**src/rtl/cyc_timer_pkg.sv**
```systemverilog
package cyc_timer_pkg;
  localparam int OFF_W  = 12;
  localparam int CYC_W  = 13;
  localparam int SEC_W  = 7;
  localparam int TIME_W = SEC_W + CYC_W + OFF_W;

  typedef struct packed {
    logic [SEC_W-1:0] sec;
    logic [CYC_W-1:0] cyc;
    logic [OFF_W-1:0] off;
  } cyc_time_t;
endpackage

```
**src/rtl/cyc_tick_div.sv**
```systemverilog
module cyc_tick_div (
  input  logic clk_i,
  input  logic rst_ni,
  input  logic en_i,
  output logic tick_o
);
  logic phase_q;

  always_ff @(posedge clk_i or negedge rst_ni) begin
    if (!rst_ni)    phase_q <= 1'b0;
    else if (en_i)  phase_q <= ~phase_q;
    else            phase_q <= 1'b0;
  end

  assign tick_o = phase_q;
endmodule

```
**src/rtl/cyc_edge_sync.sv**
```systemverilog
module cyc_edge_sync #(
  parameter int STAGES = 2
) (
  input  logic clk_i,
  input  logic rst_ni,
  input  logic din_i,
  output logic rise_o
);
  logic [STAGES:0] sync_q;

  always_ff @(posedge clk_i or negedge rst_ni) begin
    if (!rst_ni) sync_q <= '0;
    else         sync_q <= {sync_q[STAGES-1:0], din_i};
  end

  // sync_q[STAGES-1] is the synchronized level, sync_q[STAGES] its previous value
  assign rise_o = sync_q[STAGES-1] & ~sync_q[STAGES];
endmodule

```
**src/rtl/cyc_count_chain.sv**
```systemverilog
module cyc_count_chain
  import cyc_timer_pkg::*;
#(
  parameter int OFF_LAST = 3071,
  parameter int CYC_LAST = 7999
) (
  input  logic      clk_i,
  input  logic      rst_ni,
  input  logic      en_i,
  input  logic      tick_i,
  input  logic      ext_sel_i,
  input  logic      ext_rise_i,
  input  logic      master_i,
  input  logic      load_i,
  input  cyc_time_t stamp_i,
  output cyc_time_t time_o,
  output logic      bnd_o,
  output logic      req_o
);
  localparam logic [OFF_W-1:0] OffLast = OFF_W'(OFF_LAST);
  localparam logic [CYC_W-1:0] CycLast = CYC_W'(CYC_LAST);

  cyc_time_t cur_q, nxt;
  logic      bnd_d, bnd_q, req_q;

  function automatic cyc_time_t next_cycle(cyc_time_t t);
    cyc_time_t r;
    r     = t;
    r.off = '0;
    if (t.cyc == CycLast) begin
      r.cyc = '0;
      r.sec = t.sec + 1'b1;
    end else begin
      r.cyc = t.cyc + 1'b1;
    end
    return r;
  endfunction

  always_comb begin
    nxt   = cur_q;
    bnd_d = 1'b0;
    if (en_i) begin
      if (load_i) begin
        nxt   = stamp_i;
        bnd_d = (stamp_i.cyc != cur_q.cyc);
      end else if (ext_sel_i) begin
        if (ext_rise_i) begin
          nxt   = next_cycle(cur_q);
          bnd_d = 1'b1;
        end else if (tick_i && cur_q.off != OffLast) begin
          nxt.off = cur_q.off + 1'b1;
        end
      end else if (tick_i) begin
        if (cur_q.off == OffLast) begin
          nxt   = next_cycle(cur_q);
          bnd_d = 1'b1;
        end else begin
          nxt.off = cur_q.off + 1'b1;
        end
      end
    end
  end

  always_ff @(posedge clk_i or negedge rst_ni) begin
    if (!rst_ni) begin
      cur_q <= '0;
      bnd_q <= 1'b0;
      req_q <= 1'b0;
    end else begin
      cur_q <= nxt;
      bnd_q <= bnd_d;
      req_q <= bnd_d & master_i;
    end
  end

  assign time_o = cur_q;
  assign bnd_o  = bnd_q;
  assign req_o  = req_q;
endmodule

```
**src/rtl/cyc_timer.sv**
```systemverilog
module cyc_timer
  import cyc_timer_pkg::*;
#(
  parameter int OFF_LAST    = 3071,
  parameter int CYC_LAST    = 7999,
  parameter int SYNC_STAGES = 2
) (
  input  logic              clk_i,
  input  logic              rst_ni,
  input  logic              enable_i,
  input  logic              master_i,
  input  logic              ext_sel_i,
  input  logic              cyc_ext_i,
  input  logic              rx_valid_i,
  input  logic [TIME_W-1:0] rx_stamp_i,
  output logic [TIME_W-1:0] timer_o,
  output logic              cycle_clk_o,
  output logic              start_req_o,
  output logic              boundary_o
);
  localparam int HALF = (OFF_LAST + 1) / 2;

  logic      tick, ext_rise, load;
  cyc_time_t cur;

  assign load = rx_valid_i & ~master_i;

  cyc_tick_div u_div (
    .clk_i  (clk_i),
    .rst_ni (rst_ni),
    .en_i   (enable_i),
    .tick_o (tick)
  );

  cyc_edge_sync #(.STAGES(SYNC_STAGES)) u_sync (
    .clk_i  (clk_i),
    .rst_ni (rst_ni),
    .din_i  (cyc_ext_i),
    .rise_o (ext_rise)
  );

  cyc_count_chain #(.OFF_LAST(OFF_LAST), .CYC_LAST(CYC_LAST)) u_chain (
    .clk_i      (clk_i),
    .rst_ni     (rst_ni),
    .en_i       (enable_i),
    .tick_i     (tick),
    .ext_sel_i  (ext_sel_i),
    .ext_rise_i (ext_rise),
    .master_i   (master_i),
    .load_i     (load),
    .stamp_i    (cyc_time_t'(rx_stamp_i)),
    .time_o     (cur),
    .bnd_o      (boundary_o),
    .req_o      (start_req_o)
  );

  assign timer_o     = cur;
  assign cycle_clk_o = (cur.off < OFF_W'(HALF));
endmodule

```
**config.mk**
```make
export PLATFORM = sky130hd
export DESIGN_NAME = cyc_timer
export DESIGN_NICKNAME = d
export VERILOG_FILES = /design/src/rtl/cyc_timer_pkg.sv /design/src/rtl/cyc_tick_div.sv /design/src/rtl/cyc_edge_sync.sv /design/src/rtl/cyc_count_chain.sv /design/src/rtl/cyc_timer.sv
export SDC_FILE = /design/constraint.sdc
export NUM_CORES = 1
export LEC_CHECK = 0
export ABC_CLOCK_PERIOD_IN_PS = 2800
export BUFFER_PORTS_ARGS = -buffer_cell sky130_fd_sc_hd__clkbuf_2
export CORE_UTILIZATION = 50
export DETAILED_ROUTE_END_ITERATION = 16
export PLACE_DENSITY = 0.88
export SLEW_MARGIN = 20
export SYNTH_ARGS = -nofsm -noshare
export SYNTH_HDL_FRONTEND = slang
export SYNTH_SLANG_ARGS = --single-unit
export TNS_END_PERCENT = 10
```
**constraint.sdc**
```tcl
create_clock -name clk_i -period 2.8 [get_ports clk_i]
set_input_delay 0.14 -clock clk_i [delete_from_list [all_inputs] [get_ports clk_i]]
set_output_delay 0.14 -clock clk_i [all_outputs]
set_load 0.05 [all_outputs]
```
After elaboration in Yosys (flattened, before gate mapping):

Cells that the tools add are included.

* word-level logic and storage cells: 45
* bits of input ports: 39
* flip-flop bits (word level): 38

* reduce and logical (&&, ||, !) cells: 5
* equality and inequality tests: 6
* bitwise logic cells: 6
* add/subtract/negate cells: 3
* muxes and demuxes: 17
* magnitude comparators: 1

Operators with widths (number)
* two-way mux 32 bit: 3
* two-way mux 20 bit: 2
* two-way mux 12 bit: 3
* adder 13 x 1 -> 13 bit (second input constant): 1
* equality test 13 bit (second input constant): 1
* two-way mux 13 bit: 1
* inequality test 13 bit: 1
* adder 12 x 1 -> 12 bit (second input constant): 1
* equality test 12 bit (second input constant): 1
* < comparator 12 x 11 -> 1 bit (second input constant): 1
* inequality test 12 bit (second input constant): 1
* adder 7 x 1 -> 7 bit (second input constant): 1
* two-way mux 1 bit: 7
* two-way mux 7 bit: 1
* nonzero test 3 bit: 2
* inequality test 4 x 1 -> 1 bit (second input constant): 1
* AND reduction 4 bit: 1
* AND 1 bit: 3
* inequality test 3 x 1 -> 1 bit (second input constant): 1
* NOT 1 bit: 3
* AND reduction 3 bit: 1
* logical AND 1 bit: 1

Logic depth before layout (Yosys ltp):

Gate-level depths: netlist of run 1.

* depth in word-level cells: 7
* depth in mapped cells: 8
* mapped depth without buffers: 6

Modules after synthesis:

A second synthesis of run 1 with hierarchy kept.

* cells, all modules: 276
* area total of the unflattened synthesis: 2474.9 µm²

Modules (own cells, without submodules)
* cyc_count_chain: cells each 268, instances 1, area each 2324.7 µm², seq. area each 850.8 µm²
* cyc_edge_sync: cells each 4, instances 1, area each 88.8 µm², seq. area each 75.1 µm²
* cyc_tick_div: cells each 2, instances 1, area each 38.8 µm², seq. area each 25.0 µm²
* cyc_timer: cells each 2, instances 1, area each 22.5 µm², seq. area each 0.0 µm²

Worst setup path before layout of run 1:

Ideal clock, no wire load.

* path type: reg-to-reg
* from: register u_chain.cur_q (netlist bit u_chain.time_o[12])
* to: register u_chain.cur_q (netlist bit u_chain.time_o[21])
* path slack: 0.704 ns
* stages on the path, launching flop included: 9
* clock period less this slack: 2.096 ns
* data arrival time: 2.020 ns
* data required time: 2.724 ns
* path buffers: 2
* path through: dfrtp_1 ha_1 and4_1 buf_2 a31o_2 buf_2 nor4b_1 a21oi_1 o21ai_1

* longest elaborated chain between the ends: 6

Ends and longest elaborated chain
* from (decl): RTL line cyc_count_chain.sv:23 `cyc_time_t cur_q, nxt;`
* from (signal assigned): RTL line cyc_count_chain.sv:70 `cur_q <= nxt;`
* adder 13 x 1 -> 13 bit / equality test 13 bit (equally long branches): RTL line cyc_count_chain.sv:34, cyc_count_chain.sv:30
* two-way mux 13 bit (*): RTL line cyc_count_chain.sv:30 `if (t.cyc == CycLast) begin`
* two-way mux 20 bit: RTL line cyc_count_chain.sv:54 `if (cur_q.off == OffLast) begin`
* two-way mux 32 bit: RTL line cyc_count_chain.sv:53 `end else if (tick_i) begin`
* two-way mux 32 bit (*): RTL line cyc_count_chain.sv:46 `end else if (ext_sel_i) begin`
* two-way mux 32 bit (*): RTL line cyc_count_chain.sv:43 `if (load_i) begin`

Every way passes the cells marked *; elsewhere a longest branch is shown, timed or not. The select of a mux whose other input is x is not followed.
A chain may end at the register's enable or synchronous reset.

Worst setup path after layout of run 1:

* from: register u_sync.sync_q[1]
* to: register u_chain.req_q, in the netlist u_chain.req_o

* longest elaborated chain between the ends: 6

Ends and longest elaborated chain
* from (decl): RTL line cyc_edge_sync.sv:9 `logic [STAGES:0] sync_q;`
* from (signal assigned): RTL line cyc_edge_sync.sv:13 `else sync_q <= {sync_q[STAGES-1:0], din_i};`
* AND 1 bit: RTL line cyc_edge_sync.sv:17 `assign rise_o = sync_q[STAGES-1] & ~sync_q[STAGES];`
* two-way mux 1 bit: RTL line cyc_count_chain.sv:47 `if (ext_rise_i) begin`
* two-way mux 1 bit: RTL line cyc_count_chain.sv:46
* two-way mux 1 bit: RTL line cyc_count_chain.sv:43
* two-way mux 1 bit: RTL line cyc_count_chain.sv:42 `if (en_i) begin`
* net u_chain.bnd_d: RTL line cyc_count_chain.sv:24 `logic bnd_d, bnd_q, req_q;`
* AND 1 bit: RTL line cyc_count_chain.sv:72 `req_q <= bnd_d & master_i;`
* to (signal assigned): RTL line cyc_count_chain.sv:72
* to (decl): RTL line cyc_count_chain.sv:24

The timed path passes the listed nets, and every way through them passes these cells.

==> out/results.txt, run 1 <==
Met2 Usage GRT = 41.2%
Core Footprint = 4500 um^2
Slew Limit Fails = 0
Worst-path clk slew = 0.07 ns
Syn Nets = 321
Vias in the first global route = 2,262
GRT Total Usage = 26.0%
Largest net degree at the start of global routing = 39
Fin Setup TNS = 0 ns
Static leakage = 1.27 nW
CTS buffer count = 5
Initial antenna violation count = 0
Worst hold path class = primary input to asynchronous set/reset pin
Std-Cell Rows = 24
R2r setup slk = 0.72 ns
Post-CTS Resized = 0
Period utilization = 74.4%
Async SR Flop Fraction = 100%
Area delta synth->final = 17.5%
Seq/Total Area, Yosys = 39.2%
R2r endpoint = u_chain.req_o$_DFF_PN0_
Placed cell areas = 2760 um^2
Die area = 5140 um^2
Main area contributors after synthesis = dfrtp_1 39%, a21oi_1 5.6%, o21ai_0 4.3%, xnor2_1 3.2%, nand2_1 3.1%
Worst setup SP type = flip-flop
Worst VDD drop = 0.351 mV
Arrival time worst endpoint = 2.26 ns
GR Util met3 = 3.52%
Fmax = 480 MHz
Synthesized cell area = 2430 um^2
Synth Warn # = 0
Detailed-route wire length per cell = 16.0 um
Slew HR = 40.4%
Die Height = 71.7 um
Initial DRC Count = 243
Final hold slack = -0.0210 ns
Netlist cell types = 48
Post-Syn Area per Cell = 8.70 um^2
Synthesis-stage register bit count = 38
Clock Skew = 0.00400 ns
PwrDens = 853 nW/um^2
CP endpoint = u_chain.req_o$_DFF_PN0_
Worst skew pair latency = 0.29 ns
Initial core utilization = 53.9%
Failing checks = negative hold slack
Post-CTS Setup Bufs = 0
Final hold vios = 38
Grt total ovfl = 0
Prevailing post-synth register cell = dfrtp_1
Worst Tran Pin Value = 0.894 ns
Fin area = 2850 um^2
CTS Hold Bufs = 1
R2R cell count = 5
Share of cells above drive strength 1 = 26.3%
CTS tree = done
Fin nets = 385
Clock Path Buffers = 2
RSZ-0062 raised after global routing = no
Routed Antenna Nets = 0
Setup CP Type = flip-flop to flip-flop
Final Critical Period = 2.08 ns
Clock sink count = 38
GR peak layer = met2
DP HPWL = 4330 um
Root Buffer Master = clkbuf_8
Via density per instance = 6.17
DRT Pass-1 Iters = 4
Area leader, netlist = dfrtp_1
GP Congestion = 0.825
Outcome = finished, violations left
Worst Path Required = 2.98 ns
RR Startpoint = u_sync.sync_q[1]$_DFF_PN0_
PortBufs = 73
PnR worst setup slack = 0.718 ns
EDFF count, synth = 0
Final setup violation count = 0
Dpl ws = 0.771 ns
Final WL = 6290 um
H-tree level count = 2
Worst Path Max Fanout = 28
Via count of the routed design = 2,431
Top-count cell post-synth = dfrtp_1
First-pass GRT wire length = 10,400 um
Max Cap Viol = 0
Worst setup path startpoint = u_sync.sync_q[1]$_DFF_PN0_
I/O pin count = 74
Yosys top cell area share = 39.2%
Worst Setup End Kind = flip-flop
DRC violations left = 0
Chip width = 71.7 um
Post-synth top cells = 38 x dfrtp_1, 27 x a21oi_1, 21 x o21ai_0
Met1 usage = 35.3%
N_diodes = 0
Mapped Cells = 279
-- metrics by stage --
step | total power [W] | util [%] | std cells
after floorplan | 0.00176 | - | 279
after global placement | 0.00203 | 61.3 | 387
after detailed placement | 0.00205 | 61.3 | 387
after CTS | 0.00244 | 63.3 | 394
after global routing | 0.00257 | 63.3 | 394
final | 0.00243 | 63.3 | 394
-- critical path: stages (launching register included) --
cell     delay, ns
dfrtp_1       0.40
and3b_1       0.20
or2_1         0.35
o21ai_4       0.62
a41oi_1       0.18
and2_1        0.22
-- power breakdown --
group / switching (W) / total, W / internal (W) / leakage [nW]
Combinational: 0.000826 / 0.00114 / 0.000319 / 0.760
Clock: 0.000180 / 0.000370 / 0.000190 / 0.0431
Sequential: 0.000228 / 0.000917 / 0.000689 / 0.463
-- area by class of cell --
cell class,count,area [um^2]
tap,52,65.1
clock buffer,6,82.6
inverter,16,60.1
fill,394,1650
timing repair buffer,75,383
sequential,38,951
multi-input combinational,207,1310
-- worst min path at each step --
stage,from,endpoint,slack [ns],depth (start not counted)
2_1_floorplan,rst_ni,u_chain.bnd_o$_DFF_PN0_,-0.16,0
3_3_place_gp,cyc_ext_i,u_sync.sync_q[0]$_DFF_PN0_,0.26,1
3_5_place_dp,cyc_ext_i,u_sync.sync_q[0]$_DFF_PN0_,0.25,1
4_1_cts,rst_ni,u_chain.time_o[6]$_DFFE_PN0P_,0.04,1
5_1_grt,rst_ni,u_chain.time_o[29]$_DFFE_PN0P_,0.04,1
6_report,rst_ni,u_chain.time_o[29]$_DFFE_PN0P_,-0.02,1
-- layout by cell type (no fill, tap or decap), types with 4 or more instances in the layout --
cell and n:
clkbuf_2 72, dfrtp_1 38, a21oi_1 27, o21ai_0 21, nand2_1 20, nor2_1 19, inv_1 16, nand3_1 13
o22ai_1 12, xnor2_1 9, o31a_1 7, a2bb2oi_1 7, nor3_1 7, a32oi_1 6, clkbuf_8 6, nand4_1 5
and4_1 5, xor2_1 4, a22oi_1 4
-- sequential cells by signal (all words and copies together) (netlist names) --
signal	flops
u_chain.time_o	32
u_sync.sync_q	3
u_div.tick_o	1
u_chain.bnd_o	1
u_chain.req_o	1
-- metal layers --
metal | vias up | part of all wire (%)
met5 | - | 0
met4 | 0 | 2.3
met3 | 15 | 5.7
met2 | 100 | 48
met1 | 1155 | 44
li1 | 1161 | -
-- cell families (layout without fill, tap and decap cells) --
kind of cell / Yosys count / count (layout) / synth area share, %
AOI/OAI and AO/OA: 102 / 102 / 28.6
adders and majority gates: 3 / 3 / 1.55
xor gates and xnor gates: 13 / 13 / 4.69
DFF: 38 / 38 / 39.2
and+or+nand+nor: 89 / 89 / 19.1
buffers and inverters: 34 / 97 / 6.95
(Power assumes the default switching activity.)
==> run 2, diff against run 1 <==
- ABC_CLOCK_PERIOD_IN_PS: 2800 -> 1900
- CORE_UTILIZATION: 50 -> 47
- PLACE_DENSITY: 0.88 -> 0.87
- clock period: 2.8 -> 1.9 ns (I/O delays scaled with it)
==> run 2 against run 1 <==
- the flow now finishes without violations
- clock power up 60%
- combinational power up 66%
- via count up 3.6%
- sequential cell count unchanged
- sequential share of layout area down 2.5 points
- clock skew up 0.0040 ns
- cell count up 11%
- worst setup slack worse by 0.58 ns
- count of clock-buffer cells in the layout up 1
- sequential power up 42%
- first-iteration DRC count down 28%
==> out/results.txt, run 2 (synthesis gave the netlist of run 1 again) <==
Vias in the first global route = 2,356 (was 2,262)
Fmax = 566 MHz (was 480 MHz)
CTS buffer count = 5 (unchanged)
Final setup violation count = 0 (unchanged)
Slew HR = 66.8% (was 40.4%)
DRC violations left = 0 (unchanged)
Via count of the routed design = 2,518 (was 2,431)
Initial core utilization = 50.1% (was 53.9%)
Final hold vios = 0 (was 38)
Worst Setup End Kind = flip-flop (unchanged)
PnR worst setup slack = 0.133 ns (was 0.718 ns)
RSZ-0062 raised after global routing = no (unchanged)
Worst setup path startpoint = u_chain.time_o[12]$_DFFE_PN0P_ (was u_sync.sync_q[1]$_DFF_PN0_)
Largest net degree at the start of global routing = 39 (unchanged)
Largest register FFs = 32 (unchanged)
Std-Cell Rows = 25 (was 24)
Share of cells above drive strength 1 = 33.6% (was 26.3%)
PortBufs = 73 (unchanged)
Worst setup SP type = flip-flop (unchanged)
I/O pin count = 74 (unchanged)
Worst Path Max Fanout = 6 (was 28)
R2R cell count = 6 (was 5)
Dpl ws = 0.0961 ns (was 0.771 ns)
Period utilization = 93.0% (was 74.4%)
Worst Tran Pin Value = 0.498 ns (was 0.894 ns)
Root Buffer Master = clkbuf_8 (unchanged)
Most frequent cells in the layout = 73 x clkbuf_2, 34 x dfrtp_1, 27 x a21oi_1 (was 72 x clkbuf_2, 38 x dfrtp_1, 27 x a21oi_1)
Fin nets = 410 (was 385)
Setup CP Type = flip-flop to flip-flop (unchanged)
Max Cap Viol = 0 (unchanged)
Static leakage = 1.39 nW (was 1.27 nW)
Min-delay src = master_i
N_diodes = 0 (unchanged)
First-pass GRT wire length = 10,500 um (was 10,400 um)
H-tree level count = 2 (unchanged)
Hold Crit Depth = 2
DRT Pass-1 Iters = 5 (was 4)
Core Footprint = 4850 um^2 (was 4500 um^2)
Worst skew pair latency = 0.29 ns (about the same)
Worst hold path class = primary input to flip-flop (was primary input to asynchronous set/reset pin)
Via density per instance = 5.78 (was 6.17)
Final WL = 6560 um (was 6290 um)
Initial DRC Count = 176 (was 243)
Slew Limit Fails = 0 (unchanged)
Die area = 5460 um^2 (was 5140 um^2)
RR Startpoint = u_chain.time_o[12]$_DFFE_PN0P_ (was u_sync.sync_q[1]$_DFF_PN0_)
Die Height = 73.9 um (was 71.7 um)
Worst VDD drop = 0.489 mV (was 0.351 mV)
CTS tree = done (unchanged)
GP Congestion = 0.879 (was 0.825)
GRT Total Usage = 25.5% (was 26.0%)
Chip width = 73.9 um (was 71.7 um)
Final Critical Period = 1.77 ns (was 2.08 ns)
Initial antenna violation count = 0 (unchanged)
Worst-path clk slew = 0.08 ns (was 0.07 ns)
PwrDens = 1220 nW/um^2 (was 853 nW/um^2)
DP HPWL = 4790 um (was 4330 um)
Grt total ovfl = 0 (unchanged)
Placed cell areas = 2980 um^2 (was 2760 um^2)
Worst Path Required = 2.12 ns (was 2.98 ns)
Detailed-route wire length per cell = 15.1 um (was 16.0 um)
Fill cells = 415 (was 394)
Most common cell after layout, fill and taps aside = clkbuf_2 (unchanged)
Arrival time worst endpoint = 1.99 ns (was 2.26 ns)
Fin area = 3100 um^2 (was 2850 um^2)
Clock Path Buffers = 2 (unchanged)
Clock Skew = 0.00804 ns (was 0.00400 ns)
Outcome = complete, no violations (was finished, violations left)
Clock sink count = 38 (unchanged)
Routed Antenna Nets = 0 (unchanged)
Area delta synth->final = 27.8% (was 17.5%)
run 2: metrics by stage:
step	hold slack, ns	std cells	TNS, ns	utilization [%]	power, W
after floorplan	-0.201	279	-0.000218	-	0.00261
after detailed placement	0.183	426	0	61.4	0.00318
after global placement	0.174	426	0	61.4	0.00314
after global routing	0.0671	436	0	64.0	0.00401
after CTS	0.0617	436	0	63.7	0.00378
final	0.0629	436	0	64.0	0.00379
run 2: area by class of cell:
type,instances,area [um^2],area share [%]
timing repair buffer,100,573,18.5
sequential,38,956,30.8
multi-input combinational,207,1340,43.1
clock buffer,7,86.3,2.78
tap,67,83.8,2.70
inverter,16,60.1,1.94
clock inverter,1,5.00,0.161
run 2: per-layer routing:
layer | global-route usage (%) | vias to the layer above | share of wire [%]
li1 | - | 1210 | -
met1 | 34.7 | 1192 | 44
met2 | 40.1 | 105 | 48
met3 | 4.80 | 11 | 6.1
met4 | 9.62 | 0 | 1.3
met5 | 0 | - | 0
run 2: worst paths after layout:
| check | to | slack, ns |
|---|---|---|
| min | u_chain.req_o$_DFF_PN0_ | 0.06 |
| min in group asynchronous | u_chain.time_o[7]$_DFFE_PN0P_ | 0.38 |
| max | u_chain.time_o[29]$_DFFE_PN0P_ | 0.13 |
| max reg2reg | u_chain.time_o[29]$_DFFE_PN0P_ | 0.13 |
| min reg2reg | u_sync.sync_q[1]$_DFF_PN0_ | 0.36 |
| max in group asynchronous | u_chain.time_o[13]$_DFFE_PN0P_ | 1.15 |
run 2: worst max-delay path: stages (launching register included):
cell and delay (ns):
dfrtp_2 0.45, ha_4 0.18, and4_1 0.29, and3_1 0.29
nand4_1 0.15, a21oi_1 0.19, a2bb2oi_1 0.16
run 2: repair_timing:
item	in CTS	in global routing
endpoints found under the hold margin	39	0
hold buffers	2	0
setup endpoints to repair	0	9
buffers inserted	0	0
gates resized for setup	0	4
run 2: report_power, final:
group          switching [W]  internal, W  leakage, nW
registers           0.000280      0.00102        0.459
logic                0.00131     0.000588        0.882
clock network       0.000298     0.000293       0.0482
